==> config.mk <==
export PLATFORM = sky130hd
export DESIGN_NAME = pgwalk_top
export DESIGN_NICKNAME = d
export VERILOG_FILES = /design/src/rtl/pgwalk_pkg.sv /design/src/rtl/pgwalk_addr.sv /design/src/rtl/pgwalk_pte_chk.sv /design/src/rtl/pgwalk_top.sv
export SDC_FILE = /design/constraint.sdc
export NUM_CORES = 1
export LEC_CHECK = 0
export ABC_AREA = 1
export BUFFER_PORTS_ARGS = -buffer_cell sky130_fd_sc_hd__clkbuf_2
export CORE_MARGIN = 1
export CORE_UTILIZATION = 52
export CTS_BUF_LIST = sky130_fd_sc_hd__clkbuf_16
export CTS_CLUSTER_SIZE = 30
export DETAILED_ROUTE_END_ITERATION = 10
export GPL_TIMING_DRIVEN = 0
export PLACE_DENSITY_LB_ADDON = 0.25
export SKIP_CTS_REPAIR_TIMING = 1
export SLEW_MARGIN = 10
export SYNTH_ARGS = -nofsm -noshare
export SYNTH_HDL_FRONTEND = slang
export SYNTH_SLANG_ARGS = --single-unit
==> constraint.sdc <==
create_clock -name clk -period 1.91 [get_ports clk]
set_input_delay 0.0955 -clock clk [delete_from_list [all_inputs] [get_ports clk]]
set_output_delay 0.0955 -clock clk [all_outputs]
set_load 0.03 [all_outputs]
==> src/rtl/pgwalk_pkg.sv <==
package pgwalk_pkg;

   typedef enum logic [2:0] {
      WS_IDLE    = 3'd0,
      WS_RD_TOP  = 3'd1,
      WS_RD_LEAF = 3'd2,
      WS_DONE    = 3'd3,
      WS_FAULT   = 3'd4
   } walk_st_e;

   localparam int unsigned NUM_LEVELS = 2;

endpackage

==> src/rtl/pgwalk_addr.sv <==
module pgwalk_addr #(
   parameter int unsigned VA_W      = 32,
   parameter int unsigned PA_W      = 32,
   parameter int unsigned PAGE_BITS = 12,
   parameter int unsigned LVL_BITS  = 10
) (
   input  logic [PA_W-PAGE_BITS-1:0] table_frame,
   input  logic [VA_W-1:0]           vaddr,
   input  logic                      leaf_sel,
   output logic [PA_W-1:0]           entry_addr
);
   import pgwalk_pkg::*;

   localparam int unsigned ENT_LG = PAGE_BITS - LVL_BITS;

   logic [LVL_BITS-1:0] idx [NUM_LEVELS];

   for (genvar l = 0; l < NUM_LEVELS; l++) begin : g_idx
      assign idx[l] = vaddr[PAGE_BITS + l*LVL_BITS +: LVL_BITS];
   end

   wire unused_offset = ^vaddr[PAGE_BITS-1:0];

   always_comb begin
      entry_addr = {table_frame, (leaf_sel ? idx[0] : idx[NUM_LEVELS-1]),
                    {ENT_LG{1'b0}}};
   end

endmodule

==> src/rtl/pgwalk_pte_chk.sv <==
module pgwalk_pte_chk #(
   parameter int unsigned PA_W       = 32,
   parameter int unsigned PAGE_BITS  = 12,
   parameter int unsigned V_BIT      = 0,
   parameter int unsigned W_BIT      = 1,
   parameter bit          ENFORCE_WR = 1'b1
) (
   input  logic [PA_W-1:0]           pte,
   input  logic                      is_leaf,
   input  logic                      is_write,
   output logic [PA_W-PAGE_BITS-1:0] frame,
   output logic                      wr_ok,
   output logic                      fault
);
   logic present;

   assign present = pte[V_BIT];
   assign wr_ok   = pte[W_BIT];
   assign frame   = pte[PA_W-1:PAGE_BITS];

   wire unused_low = ^pte[PAGE_BITS-1:0];

   if (ENFORCE_WR) begin : g_perm
      assign fault = !present || (is_leaf && is_write && !wr_ok);
   end else begin : g_noperm
      wire unused_perm = is_leaf ^ is_write;
      assign fault = !present;
   end

endmodule

==> src/rtl/pgwalk_top.sv <==
module pgwalk_top #(
   parameter int unsigned VA_W       = 32,
   parameter int unsigned PA_W       = 32,
   parameter int unsigned PAGE_BITS  = 12,
   parameter int unsigned LVL_BITS   = 10,
   parameter int unsigned V_BIT      = 0,
   parameter int unsigned W_BIT      = 1,
   parameter bit          ENFORCE_WR = 1'b1
) (
   input  logic            clk,
   input  logic            rst_n,
   input  logic            root_we,
   input  logic [PA_W-1:0] root_wdata,
   input  logic            req_valid,
   output logic            req_ready,
   input  logic [VA_W-1:0] req_vaddr,
   input  logic            req_write,
   output logic            mem_req_valid,
   input  logic            mem_req_ready,
   output logic [PA_W-1:0] mem_req_addr,
   input  logic            mem_resp_valid,
   input  logic [PA_W-1:0] mem_resp_data,
   output logic            rsp_valid,
   output logic            rsp_fault,
   output logic            rsp_fault_lvl,
   output logic [PA_W-1:0] rsp_paddr,
   output logic            rsp_writable
);
   import pgwalk_pkg::*;

   localparam int unsigned FRAME_W = PA_W - PAGE_BITS;

   if (VA_W != PAGE_BITS + NUM_LEVELS*LVL_BITS) begin : g_bad_split
      $error("virtual address width must equal offset plus all index fields");
   end
   if (PAGE_BITS <= LVL_BITS) begin : g_bad_entry
      $error("a table must fit in one page with entries of at least two bytes");
   end
   if (V_BIT >= PAGE_BITS || W_BIT >= PAGE_BITS || V_BIT == W_BIT) begin : g_bad_flags
      $error("flag bits must be distinct and below the frame field");
   end

   walk_st_e           st_q;
   logic               issued_q;
   logic [VA_W-1:0]    va_q;
   logic               wr_q;
   logic [FRAME_W-1:0] base_q;
   logic [FRAME_W-1:0] tbl_q;
   logic [FRAME_W-1:0] pa_frame_q;
   logic               wr_ok_q;
   logic               flt_lvl_q;

   logic               in_read;
   logic               is_leaf;
   logic               resp_take;
   logic [FRAME_W-1:0] chk_frame;
   logic               chk_wr_ok;
   logic               chk_fault;

   wire unused_base_low = ^root_wdata[PAGE_BITS-1:0];

   assign in_read   = (st_q == WS_RD_TOP) || (st_q == WS_RD_LEAF);
   assign is_leaf   = (st_q == WS_RD_LEAF);
   assign resp_take = in_read && issued_q && mem_resp_valid;

   pgwalk_addr #(
      .VA_W(VA_W), .PA_W(PA_W), .PAGE_BITS(PAGE_BITS), .LVL_BITS(LVL_BITS)
   ) u_addr (
      .table_frame(tbl_q),
      .vaddr      (va_q),
      .leaf_sel   (is_leaf),
      .entry_addr (mem_req_addr)
   );

   pgwalk_pte_chk #(
      .PA_W(PA_W), .PAGE_BITS(PAGE_BITS), .V_BIT(V_BIT), .W_BIT(W_BIT),
      .ENFORCE_WR(ENFORCE_WR)
   ) u_chk (
      .pte     (mem_resp_data),
      .is_leaf (is_leaf),
      .is_write(wr_q),
      .frame   (chk_frame),
      .wr_ok   (chk_wr_ok),
      .fault   (chk_fault)
   );

   always_ff @(posedge clk) begin
      if (!rst_n) begin
         base_q <= '0;
      end else if (root_we) begin
         base_q <= root_wdata[PA_W-1:PAGE_BITS];
      end
   end

   always_ff @(posedge clk) begin
      if (!rst_n) begin
         st_q       <= WS_IDLE;
         issued_q   <= 1'b0;
         va_q       <= '0;
         wr_q       <= 1'b0;
         tbl_q      <= '0;
         pa_frame_q <= '0;
         wr_ok_q    <= 1'b0;
         flt_lvl_q  <= 1'b0;
      end else begin
         unique case (st_q)
            WS_IDLE: begin
               if (req_valid) begin
                  va_q     <= req_vaddr;
                  wr_q     <= req_write;
                  tbl_q    <= base_q;
                  issued_q <= 1'b0;
                  st_q     <= WS_RD_TOP;
               end
            end
            WS_RD_TOP, WS_RD_LEAF: begin
               if (mem_req_valid && mem_req_ready) begin
                  issued_q <= 1'b1;
               end
               if (resp_take) begin
                  issued_q <= 1'b0;
                  if (chk_fault) begin
                     flt_lvl_q <= is_leaf;
                     st_q      <= WS_FAULT;
                  end else if (!is_leaf) begin
                     tbl_q <= chk_frame;
                     st_q  <= WS_RD_LEAF;
                  end else begin
                     pa_frame_q <= chk_frame;
                     wr_ok_q    <= chk_wr_ok;
                     st_q       <= WS_DONE;
                  end
               end
            end
            WS_DONE, WS_FAULT: st_q <= WS_IDLE;
            default:           st_q <= WS_IDLE;
         endcase
      end
   end

   assign req_ready     = (st_q == WS_IDLE);
   assign mem_req_valid = in_read && !issued_q;
   assign rsp_valid     = (st_q == WS_DONE) || (st_q == WS_FAULT);
   assign rsp_fault     = (st_q == WS_FAULT);
   assign rsp_fault_lvl = (st_q == WS_FAULT) && flt_lvl_q;
   assign rsp_paddr     = (st_q == WS_DONE) ? {pa_frame_q, va_q[PAGE_BITS-1:0]} : '0;
   assign rsp_writable  = (st_q == WS_DONE) && wr_ok_q;

   // a stalled read must keep its request and address
   assert_hold_read_R10: assert property (@(posedge clk) disable iff (!rst_n)
      mem_req_valid && !mem_req_ready |=> mem_req_valid && $stable(mem_req_addr));

   // the result is a single-cycle pulse followed by an idle walker
   assert_rsp_pulse_R4: assert property (@(posedge clk) disable iff (!rst_n)
      rsp_valid |=> !rsp_valid && req_ready);

   // acceptance closes the request port
   assert_busy_after_accept_R8: assert property (@(posedge clk) disable iff (!rst_n)
      req_valid && req_ready |=> !req_ready);

   // no memory traffic while the request port is open
   assert_no_idle_read_R8: assert property (@(posedge clk) disable iff (!rst_n)
      mem_req_valid |-> !req_ready);

   // a read accepted this cycle is not issued again next cycle
   assert_one_read_R10: assert property (@(posedge clk) disable iff (!rst_n)
      mem_req_valid && mem_req_ready |=> !mem_req_valid);

   // a fault carries neither an address nor write permission
   assert_fault_clean_R5: assert property (@(posedge clk) disable iff (!rst_n)
      rsp_valid && rsp_fault |-> rsp_paddr == '0 && !rsp_writable);

endmodule

After elaboration in Yosys (flattened, before gate mapping)
Index checks and enable logic that the tools add are counted.
{ "totals": {"word_cells": 58, "out_inout_bits": 70, "regBits": 99, "in_bits": 103} }
{ "classes": {"muxes": 16, "eq_ne": 9, "bitwise_logic": 1, "reduce_logical": 23} }
{ "ops": {"columns": ["operator", "n"], "rows": [
  ["20-bit 2-to-1 mux", 4],
  ["20-bit one-hot mux with 2 select lines", 1],
  ["32-bit 2-to-1 mux", 1],
  ["10-bit 2-to-1 mux", 1],
  ["3-bit 2-to-1 mux", 3],
  ["1-bit logical AND", 8],
  ["2-bit inequality test (second input constant)", 4],
  ["3-bit by 2-bit equality test with 1-bit output (second input constant)", 2],
  ["3-bit one-hot mux with 2 select lines", 1],
  ["3-bit AND reduction", 2],
  ["5-bit AND reduction", 1],
  ["1-bit 2-to-1 mux", 4],
  ["2-bit AND reduction", 2],
  ["4-bit AND reduction", 1],
  ["3-bit by 1-bit equality test with 1-bit output (second input constant)", 1],
  ["3-bit equality test (second input constant)", 1],
  ["1-bit logical NOT", 3],
  ["3-bit logical NOT", 1],
  ["1-bit logical OR", 3],
  ["3-bit inequality test (second input constant)", 1],
  ["1-bit one-hot mux with 2 select lines", 1],
  ["2-bit nonzero test", 1],
  ["2-bit OR reduction", 1],
  ["1-bit NOT", 1]
]} }

Depth between registers and ports, before layout
{ "depth": {"ltp_word": 7, "mapped_depth": 10, "ltp_nobuf": 9} }

Hierarchy
Synthesis repeated with hierarchy kept, for this count alone.
{ "hier_totals": {"hier_cells": 744, "hier_area_um2": 4919.7} }
{ "by_module_without_submodules": {"columns": ["module", "area_per_inst_um2", "cells_each", "instances", "seq_area_each_um2"], "rows": [
  ["pgwalk_top", 4453.0, 665, 1, 1981.9],
  ["pgwalk_addr", 296.5, 55, 1, 0.0],
  ["pgwalk_pte_chk", 170.2, 24, 1, 0.0]
]} }

Worst setup path before layout
Ideal clock, no wire load.
{ "synth_timing": {"kind": "reg-to-output", "startpoint": "reg st_q[2]", "endpoint": "out mem_req_addr[10]", "stages_incl_launch_ff": 5, "setup_slack_ns": 0.346, "t_required_ns": 1.814, "arrival_time_ns": 1.468, "cell_sequence": "dfxtp_1 > inv_2 > nand3_1 > clkbuf_1 > o21ai_0"} }
{ "synth_via": {"elab_chain_len": 2} }
{ "synth_lines": {"columns": ["element", "line", "text"], "rows": [
  ["start: declaration", "pgwalk_top.sv:43", "walk_st_e st_q;"],
  ["start signal: assignment", "pgwalk_top.sv:97", "st_q <= WS_IDLE;"],
  ["start signal: assignment", "pgwalk_top.sv:113", "st_q <= WS_RD_TOP;"],
  ["start signal: assignment", "pgwalk_top.sv:124", "st_q <= WS_FAULT;"],
  ["3-bit by 2-bit equality test with 1-bit output", "pgwalk_top.sv:63", "assign is_leaf = (st_q == WS_RD_LEAF);"],
  ["10-bit 2-to-1 mux", "pgwalk_addr.sv:25", "entry_addr = {table_frame, (leaf_sel ? idx[0] : idx[NUM_LEVELS-1]),"],
  ["end: declaration", "pgwalk_top.sv:20", "output logic [PA_W-1:0] mem_req_addr,"]
]} }
Every way passes these cells.

Worst setup path after layout
{ "layout_timing": {"startpoint": "reg st_q[1]", "endpoint": "out rsp_paddr[26]"} }
{ "layout_via": {"elab_chain_len": 2} }
{ "layout_lines": {"columns": ["element", "line", "text"], "rows": [
  ["3-bit by 2-bit equality test with 1-bit output", "pgwalk_top.sv:146", "assign rsp_paddr = (st_q == WS_DONE) ? {pa_frame_q, va_q[PAGE_BITS-1:0]} : '0;"],
  ["32-bit 2-to-1 mux", "pgwalk_top.sv:146", null],
  ["end: declaration", "pgwalk_top.sv:26", "output logic [PA_W-1:0] rsp_paddr,"]
]} }
Every way passes these cells.

==> reports/metrics.csv <==
metric;value;unit
utilization;69.75;%
htreeDepth;3;
grt_pass1_wl;18530;µm
syn_area;0.004332;mm²
postSynthCellCount;655;
final.setup.tns;0;ns
whs_path_depth;3;
vdd_ir_drop_max;555.8;µV
hold_end;base_q[9]$_SDFFE_PN0P_;
ys_types;25;
initial_core_util;54.92;%
fin_crit_sh;93.91;%
drv_slew;0;
grt_pass1_vias;4178;
critical_path_required;1.81;ns
hold_slack;-0.008937;ns
synth-seq-cells;99;
yosysWarnings;0;
clk_pin_slew_worst_paths;0.06;ns
fin_cells;921;
violations;hold timing;
design_area;0.005502;mm²
grt.overflow.total;0;
setup_viol;0;
drt-met1-wl;5012;µm
dp_cells;906;
cellLeakagePower;2.709;nW
num_antenna_cells;0;
worst_hold_path_type;input port to flop;
dp_hpwl;8576;µm
syn_area_per_cell;6.613;µm²
r2r_start;issued_q$_SDFFE_PN0P_;
met2_length;5449;µm
top_layer;met4;
grt_max_degree;15;
num_rows;32;
clkLatencyLatePin;0.34;ns
post-route-min-period;1.794;ns
finalWirelength;11340;µm
cts_tree;yes;
seq_area_frac_synth;45.75;%
drtPass1Iterations;4;
route.detailed.drc;0;
crit_path_start_kind;flop;
yosysTopAreaCell;dfxtp_1;
ant_nets;0;
die_area;0.008699;mm²
nets;919;
tightest_slew;0.5135;ns
wl_per_cell;12.31;µm
drive_gt1_share;24.42;%
max_slew_margin;65.77;%
powerDensity;932.8;mW/mm²
port_buffers;148;
place_area;0.005204;mm²
outcome;complete, but fails checks;
area_delta_synth_final;27.01;%
fmax;0.5575;GHz
floorplan.die.height;93.27;µm
route.met3.wl;593;µm
antenna_found_initial;0;
routabilityCongestion;0.8124;
synthTopCellsByArea;dfxtp_1 (46%), nor2_1 (14%), nand2_1 (12%);
r2r-end;tbl_q[7]$_SDFFE_PN0P_;
finalClockSkew;0.007359;ns
coreArea;0.007888;mm²
boundaryPins;173;
worstSetupPathType;flop to output pin;
cts_made_buffers;9;
first_iter_violations;232;
cts-root-buf;clkbuf_16;
end_kind;output pin;
fillCellCount;727;
drv_cap;0;
cts.path.max_buffers;2;
synth_top_area_share;45.75;%
hold_path.startpoint;root_wdata[21];
clkSinkCount;99;
arrival;1.70;ns
rrSetupSlack;0.39;ns
vias;4471;
track_usage;27.21;%
rsz0062_at_grt;true;
vias_per_cell;4.855;
crit_path_max_fanout;10;
r2r_cells;8;
die_w;93.27;µm
hold_viol;6;
==> worst max path at each step <==
stage	end	cells past startpoint	slack (ns)	startpoint
5_1_grt	rsp_paddr[19]	6	-0.004	st_q[1]$_SDFFE_PN0P_
6_report	rsp_paddr[26]	6	0.12	st_q[1]$_SDFFE_PN0P_
3_3_place_gp	rsp_paddr[21]	6	0.35	st_q[0]$_SDFFE_PN0P_
4_1_cts	mem_req_addr[2]	6	-0.05	st_q[0]$_SDFFE_PN0P_
3_5_place_dp	rsp_paddr[26]	6	0.31	st_q[0]$_SDFFE_PN0P_
2_1_floorplan	mem_req_addr[10]	4	0.35	st_q[2]$_SDFFE_PN0P_
==> layout make-up <==
class,instances,area [µm²],share of cell area [%]
multi-input cells,438,1862,33.84
clock inverters,5,47.55,0.8642
well taps,102,127.6,2.320
plain buffers,41,212.7,3.866
repair buffers,149,750.7,13.65
flip-flops and latches,99,1983,36.05
clock buffers,9,225.2,4.094
inverters,78,292.8,5.322
==> synth_stat cells <==
| library cell | count |
|---|---|
| conb_1 | 1 |
| nand3_4 | 1 |
| nor2_4 | 1 |
| nor3_2 | 1 |
| nand3_1 | 13 |
| o21ai_0 | 68 |
| nor2_1 | 163 |
| a31oi_1 | 1 |
| nand4_1 | 1 |
| buf_6 | 1 |
| o211ai_1 | 1 |
| clkbuf_1 | 20 |
| and3_1 | 1 |
| buf_4 | 7 |
| dfxtp_1 | 99 |
| a21oi_1 | 36 |
| nand3b_1 | 1 |
| nor3_1 | 1 |
| inv_1 | 74 |
| o21ai_1 | 8 |
| nor2_2 | 2 |
| buf_2 | 13 |
| inv_2 | 4 |
| nand2_1 | 134 |
| nand2_2 | 3 |
==> per-stage QoR <==
stage	worst slack, ns	total power [mW]
finish	0.1163	5.132
global route	-0.003720	5.379
global placement	0.3483	3.427
detailed placement	0.3128	3.462
floorplan	0.3462	3.116
CTS	-0.04659	5.141
==> state kept, by name (all words and copies together), names as in the netlist <==
name and flops:
st_q 3, base_q 20, wr_q 1, issued_q 1
va_q 32, flt_lvl_q 1, tbl_q 20, wr_ok_q 1
pa_frame_q 20
==> cells in the final DEF (no fill, tap or decap), types with 2 or more instances in the layout <==
| cell | instances |
|---|---|
| a21oi_1 | 36 |
| nand2_2 | 3 |
| dfxtp_1 | 98 |
| buf_2 | 15 |
| o21ai_0 | 68 |
| clkbuf_16 | 9 |
| inv_1 | 75 |
| buf_4 | 8 |
| nor2_1 | 163 |
| inv_2 | 4 |
| clkbuf_1 | 15 |
| clkinv_2 | 2 |
| clkbuf_2 | 150 |
| o21ai_1 | 8 |
| nand2_1 | 134 |
| nand3_1 | 12 |
| conb_1 | 2 |
| nor2_2 | 2 |
==> where the power goes <==
part	internal [mW]	switching, mW	leakage (nW)
clock	0.987	0.722	0.140
combinational	0.364	0.737	1.75
sequential	2.24	0.0792	0.815
==> metal layers <==
metal | track usage, % | vias up
li1 | - | 2323
met4 | 12.56 | 0
met3 | 4.065 | 21
met5 | 0 | -
met2 | 46.08 | 131
met1 | 34.01 | 1996
==> cells by family (layout without fill, tap and decap cells) <==
| kind of cell | after synthesis | count (layout) | share of synthesized area [%] |
|---|---|---|---|
| other | 1 | 2 | 0.08657 |
| buffers and inverters | 119 | 282 | 11.47 |
| and+or+nand+nor | 322 | 322 | 29.43 |
| DFF | 99 | 99 | 45.75 |
| AOI/OAI and AO/OA | 114 | 114 | 13.26 |
==> critical path, cell delays in order (launching register included) <==
cell      delay [ns]
dfxtp_1         0.43
nand2_2         0.13
inv_1           0.06
nand2_1         0.16
buf_4           0.23
nor2_1          0.13
clkbuf_2        0.23
Power figures use the tool's default switching activity.
